### config.mk
export PLATFORM = sky130hd
export DESIGN_NAME = fault_hdr_latch
export DESIGN_NICKNAME = d
export VERILOG_FILES = /design/src/rtl/fault_hdr_pkg.sv /design/src/rtl/fault_hdr_clr_decode.sv /design/src/rtl/fault_hdr_cell.sv /design/src/rtl/fault_hdr_pack.sv /design/src/rtl/fault_hdr_latch.sv
export SDC_FILE = /design/constraint.sdc
export NUM_CORES = 1
export LEC_CHECK = 0
export ABC_AREA = 1
export ABC_CLOCK_PERIOD_IN_PS = 1500
export CAP_MARGIN = 30
export CELL_PAD_IN_SITES_DETAIL_PLACEMENT = 0
export CELL_PAD_IN_SITES_GLOBAL_PLACEMENT = 2
export CORE_ASPECT_RATIO = 1.75
export CORE_MARGIN = 10
export CORE_UTILIZATION = 24
export DETAILED_ROUTE_END_ITERATION = 8
export GPL_TIMING_DRIVEN = 0
export PLACE_DENSITY = 0.77
export SETUP_SLACK_MARGIN = 0.1
export SYNTH_ARGS = -nofsm -noshare
export SYNTH_HDL_FRONTEND = slang
export SYNTH_HIERARCHICAL = 1
export SYNTH_SLANG_ARGS = --single-unit
### constraint.sdc
create_clock -name clk -period 1.5 [get_ports clk]
set_input_delay 0.15 -clock clk [delete_from_list [all_inputs] [get_ports clk]]
set_output_delay 0.15 -clock clk [all_outputs]
set_load 0.01 [all_outputs]
### src/rtl/fault_hdr_pkg.sv
package fault_hdr_pkg;

  localparam int NUM_FLT = 5;
  localparam int HDR_W   = 8;
  localparam int SEL_W   = 2;
  localparam int NUM_SEL = 1 << SEL_W;
  localparam int LPM_POS = 3;

  typedef enum logic [SEL_W-1:0] {
    RD_OTHER  = 2'b00,
    RD_CH1    = 2'b01,
    RD_CH2    = 2'b10,
    RD_GLOBAL = 2'b11
  } rd_sel_e;

  // Header position of each fault input.
  function automatic int hdr_pos(input int idx);
    case (idx)
      0: hdr_pos = 0;
      1: hdr_pos = 1;
      2: hdr_pos = 2;
      3: hdr_pos = 4;
      default: hdr_pos = 5;
    endcase
  endfunction

  // Register selects (one bit per select code) whose read clears a fault.
  function automatic logic [NUM_SEL-1:0] clr_src(input int idx);
    logic [NUM_SEL-1:0] m;
    m = '0;
    case (idx)
      0: m[RD_GLOBAL] = 1'b1;
      1, 2: begin
        m[RD_CH1] = 1'b1;
        m[RD_CH2] = 1'b1;
      end
      3: m[RD_CH1] = 1'b1;
      default: m[RD_CH2] = 1'b1;
    endcase
    clr_src = m;
  endfunction

endpackage

### src/rtl/fault_hdr_clr_decode.sv
module fault_hdr_clr_decode
  import fault_hdr_pkg::*;
#(
  parameter int N = NUM_FLT
) (
  input  logic             rd_evt,
  input  logic [SEL_W-1:0] rd_sel,
  input  logic             rd_err,
  output logic [N-1:0]     clr_vec
);

  logic rd_ok;
  assign rd_ok = rd_evt & ~rd_err;

  for (genvar i = 0; i < N; i++) begin : g_bit
    localparam logic [NUM_SEL-1:0] SRC = clr_src(i);
    assign clr_vec[i] = rd_ok & SRC[rd_sel];
  end

endmodule

### src/rtl/fault_hdr_cell.sv
module fault_hdr_cell #(
  parameter bit RT_ONLY = 1'b0
) (
  input  logic clk,
  input  logic rst,
  input  logic rt_mode,
  input  logic flt,
  input  logic clr,
  output logic state_q
);

  logic live;
  assign live = RT_ONLY ? 1'b1 : rt_mode;

  always_ff @(posedge clk) begin
    if (rst) begin
      state_q <= 1'b0;
    end else if (live) begin
      state_q <= flt;
    end else begin
      // A fault that is present wins over a clear in the same cycle.
      state_q <= flt | (state_q & ~clr);
    end
  end

endmodule

### src/rtl/fault_hdr_pack.sv
module fault_hdr_pack
  import fault_hdr_pkg::*;
#(
  parameter int N = NUM_FLT,
  parameter int W = HDR_W
) (
  input  logic         clk,
  input  logic         rst,
  input  logic [N-1:0] lat,
  input  logic         lpm_q,
  output logic [W-1:0] hdr_q,
  output logic         any_q
);

  logic [W-1:0] hdr_d;

  always_comb begin
    hdr_d = '0;
    for (int i = 0; i < N; i++) begin
      hdr_d[hdr_pos(i)] = lat[i];
    end
    hdr_d[LPM_POS] = lpm_q;
  end

  always_ff @(posedge clk) begin
    if (rst) begin
      hdr_q <= '0;
      any_q <= 1'b0;
    end else begin
      hdr_q <= hdr_d;
      any_q <= |hdr_d;
    end
  end

endmodule

### src/rtl/fault_hdr_latch.sv
module fault_hdr_latch
  import fault_hdr_pkg::*;
(
  input  logic               clk,
  input  logic               rst,
  input  logic               rt_mode,
  input  logic [NUM_FLT-1:0] fault_in,
  input  logic               lpm_in,
  input  logic               rd_evt,
  input  logic [SEL_W-1:0]   rd_sel,
  input  logic               rd_err,
  output logic [HDR_W-1:0]   hdr_byte,
  output logic               fault_any
);

  logic [NUM_FLT-1:0] clr_vec;
  logic [NUM_FLT-1:0] lat_q;
  logic               lpm_q;

  fault_hdr_clr_decode #(.N(NUM_FLT)) u_dec (
    .rd_evt  (rd_evt),
    .rd_sel  (rd_sel),
    .rd_err  (rd_err),
    .clr_vec (clr_vec)
  );

  for (genvar i = 0; i < NUM_FLT; i++) begin : g_cell
    fault_hdr_cell #(.RT_ONLY(1'b0)) u_cell (
      .clk     (clk),
      .rst     (rst),
      .rt_mode (rt_mode),
      .flt     (fault_in[i]),
      .clr     (clr_vec[i]),
      .state_q (lat_q[i])
    );
  end

  fault_hdr_cell #(.RT_ONLY(1'b1)) u_lpm (
    .clk     (clk),
    .rst     (rst),
    .rt_mode (rt_mode),
    .flt     (lpm_in),
    .clr     (1'b0),
    .state_q (lpm_q)
  );

  fault_hdr_pack #(.N(NUM_FLT), .W(HDR_W)) u_pack (
    .clk   (clk),
    .rst   (rst),
    .lat   (lat_q),
    .lpm_q (lpm_q),
    .hdr_q (hdr_byte),
    .any_q (fault_any)
  );

endmodule

==> flow_summary.json <==
{
  "status": "complete, no violations",
  "hold_viol_final": 0,
  "drive_above_1_share_pct": 18.8,
  "worstPathRequired_ns": 1.60,
  "cts_resized": 0,
  "max_freq_mhz": 780,
  "vias": 478,
  "syn_inst": 77,
  "grt_pass1_wl_um": 2020,
  "overflow": 0,
  "gp_congestion": 0.678,
  "period_share_pct": 85.5,
  "fin_crit_ns": 1.28,
  "powerDensity_mw_per_mm2": 920,
  "worstSkewPairLatency_ns": 0.24,
  "grtUsageMet3_pct": 1.61,
  "p_leak_nw": 0.418,
  "htree_levels": 1,
  "grt_usage_pct": 5.20,
  "grt_max_degree": 14,
  "drc_errors": 0,
  "coreArea_mm2": 0.00243,
  "fin_nets": 118,
  "dieArea_mm2": 0.00498,
  "critPathMaxFanout": 3,
  "relSlewSlack_pct": 58.9,
  "critPathLaunchType": "input port",
  "routedWlPerCell_um": 8.52,
  "antenna_cells": 0,
  "dp_hpwl_um": 947,
  "syn2layout_area_growth_pct": 45.2,
  "numCtsBuffers": 3,
  "root_buffer": "clkbuf_8",
  "setup_violations": 0,
  "wl_um": 1080,
  "cts_max_path_buffers": 2,
  "worstMarginPinSlew_ns": 0.615,
  "use_met1_pct": 4.49,
  "cts.sinks": 13,
  "cts_hold_buf": 0,
  "cts_tree": "done",
  "rsz0062_at_grt": "false",
  "fin_hold_ws_ns": 0.417,
  "start_util_pct": 24.7,
  "seq_area_um2": 260,
  "hp-class": "reg2reg",
  "ys_warn_count": 6,
  "die_h_um": 86.2,
  "drt_pass1_iterations": 2,
  "cts_setup_buffers": 0,
  "cp_data_arrival_time_ns": 1.39,
  "synth_area_um2": 601,
  "met2_usage_pct": 8.63,
  "io_buffers": 19,
  "endpoint_kind": "flop",
  "cap_violations": 0,
  "multi_input_area_um2": 209,
  "final.setup.tns_ns": 0,
  "ant_nets": 0,
  "grt_pass1_vias": 498,
  "rows": 24,
  "report.final.slew_viol_count": 0,
  "antenna_found_initial": 0,
  "ir_worst_vdd_uv": 306,
  "drtIter0Drc": 2,
  "path_clk_slew_ns": 0.05,
  "avgSynthCellArea_um2": 7.80,
  "pin_count": 22,
  "fin_skew_ns": 0.00168,
  "die_w_um": 57.8,
  "criticalPathCategory": "in2reg",
  "fill_cells": 271,
  "busiest_layer": "met2",
  "via_per_inst": 3.76
}
## report_power, final
group / internal (mW) / switching [mW]
logic: 0.0697 / 0.0515
registers: 0.366 / 0.0105
clock network: 0.187 / 0.117
## sequential cells by signal, indices dropped and copies added, names as in the netlist
register	cells
g_cell.u_cell/state_q	5
u_pack/any_q	1
u_lpm/state_q	1
u_pack/hdr_q	6
## path summary, 6_finish.rpt
kind | depth (start not counted) | slack [ns] | to | from
worst max-delay path | 8 | 0.22 | g_cell[2].u_cell/state_q | rd_sel[0]
worst min-delay path | 2 | 0.42 | u_pack/hdr_q[3] | u_lpm/state_q
worst max register to register | 4 | 0.78 | u_pack/any_q | g_cell[0].u_cell/state_q
worst min register to register | 2 | 0.42 | u_pack/hdr_q[3] | u_lpm/state_q
## cell usage in the layout (no fill, tap or decap)
cell and n:
a21oi_2 5, buf_4 3, clkbuf_1 1, clkbuf_8 3, clkdlybuf4s50_1 19, conb_1 2, dfxtp_1 13, ha_1 3
inv_1 29, inv_2 1, nand2_1 1, nand2_2 1, nand3_1 1, nand3_2 5, nor2_1 13, nor2_2 1
## layer usage
layer | wire [um] | part of all wire (%)
met4 | 29 | 2.7
met1 | 380 | 35
met3 | 67 | 6.2
met5 | 0 | 0
met2 | 604 | 56
## through the flow
stage	setup slack [ns]	util [%]	cell area, um2	std cells	power (mW)
6_report	0.218	35.9	872	127	0.802
3_3_place_gp	-0.0447	34.0	827	123	0.506
5_1_grt	0.143	35.9	872	127	0.853
4_1_cts	0.203	35.9	872	127	0.816
2_1_floorplan	0.588	-	604	78	0.440
3_5_place_dp	-0.0515	34.0	827	123	0.508
## layout make-up
class | count | share of cell area (%)
sequential | 13 | 29.8
multi-input combinational | 32 | 24.0
timing repair buffer | 19 | 21.8
inverter | 30 | 12.9
clock buffer | 4 | 5.16
tap | 26 | 3.73
buffer | 3 | 2.58
## critical path, stage by stage
cell             delay [ns]
clkdlybuf4s50_1        0.50
inv_1                  0.05
ha_1                   0.28
nor2_1                 0.14
buf_4                  0.12
inv_1                  0.03
nand3_2                0.05
a21oi_2                0.04
(Power assumes the default switching activity.)
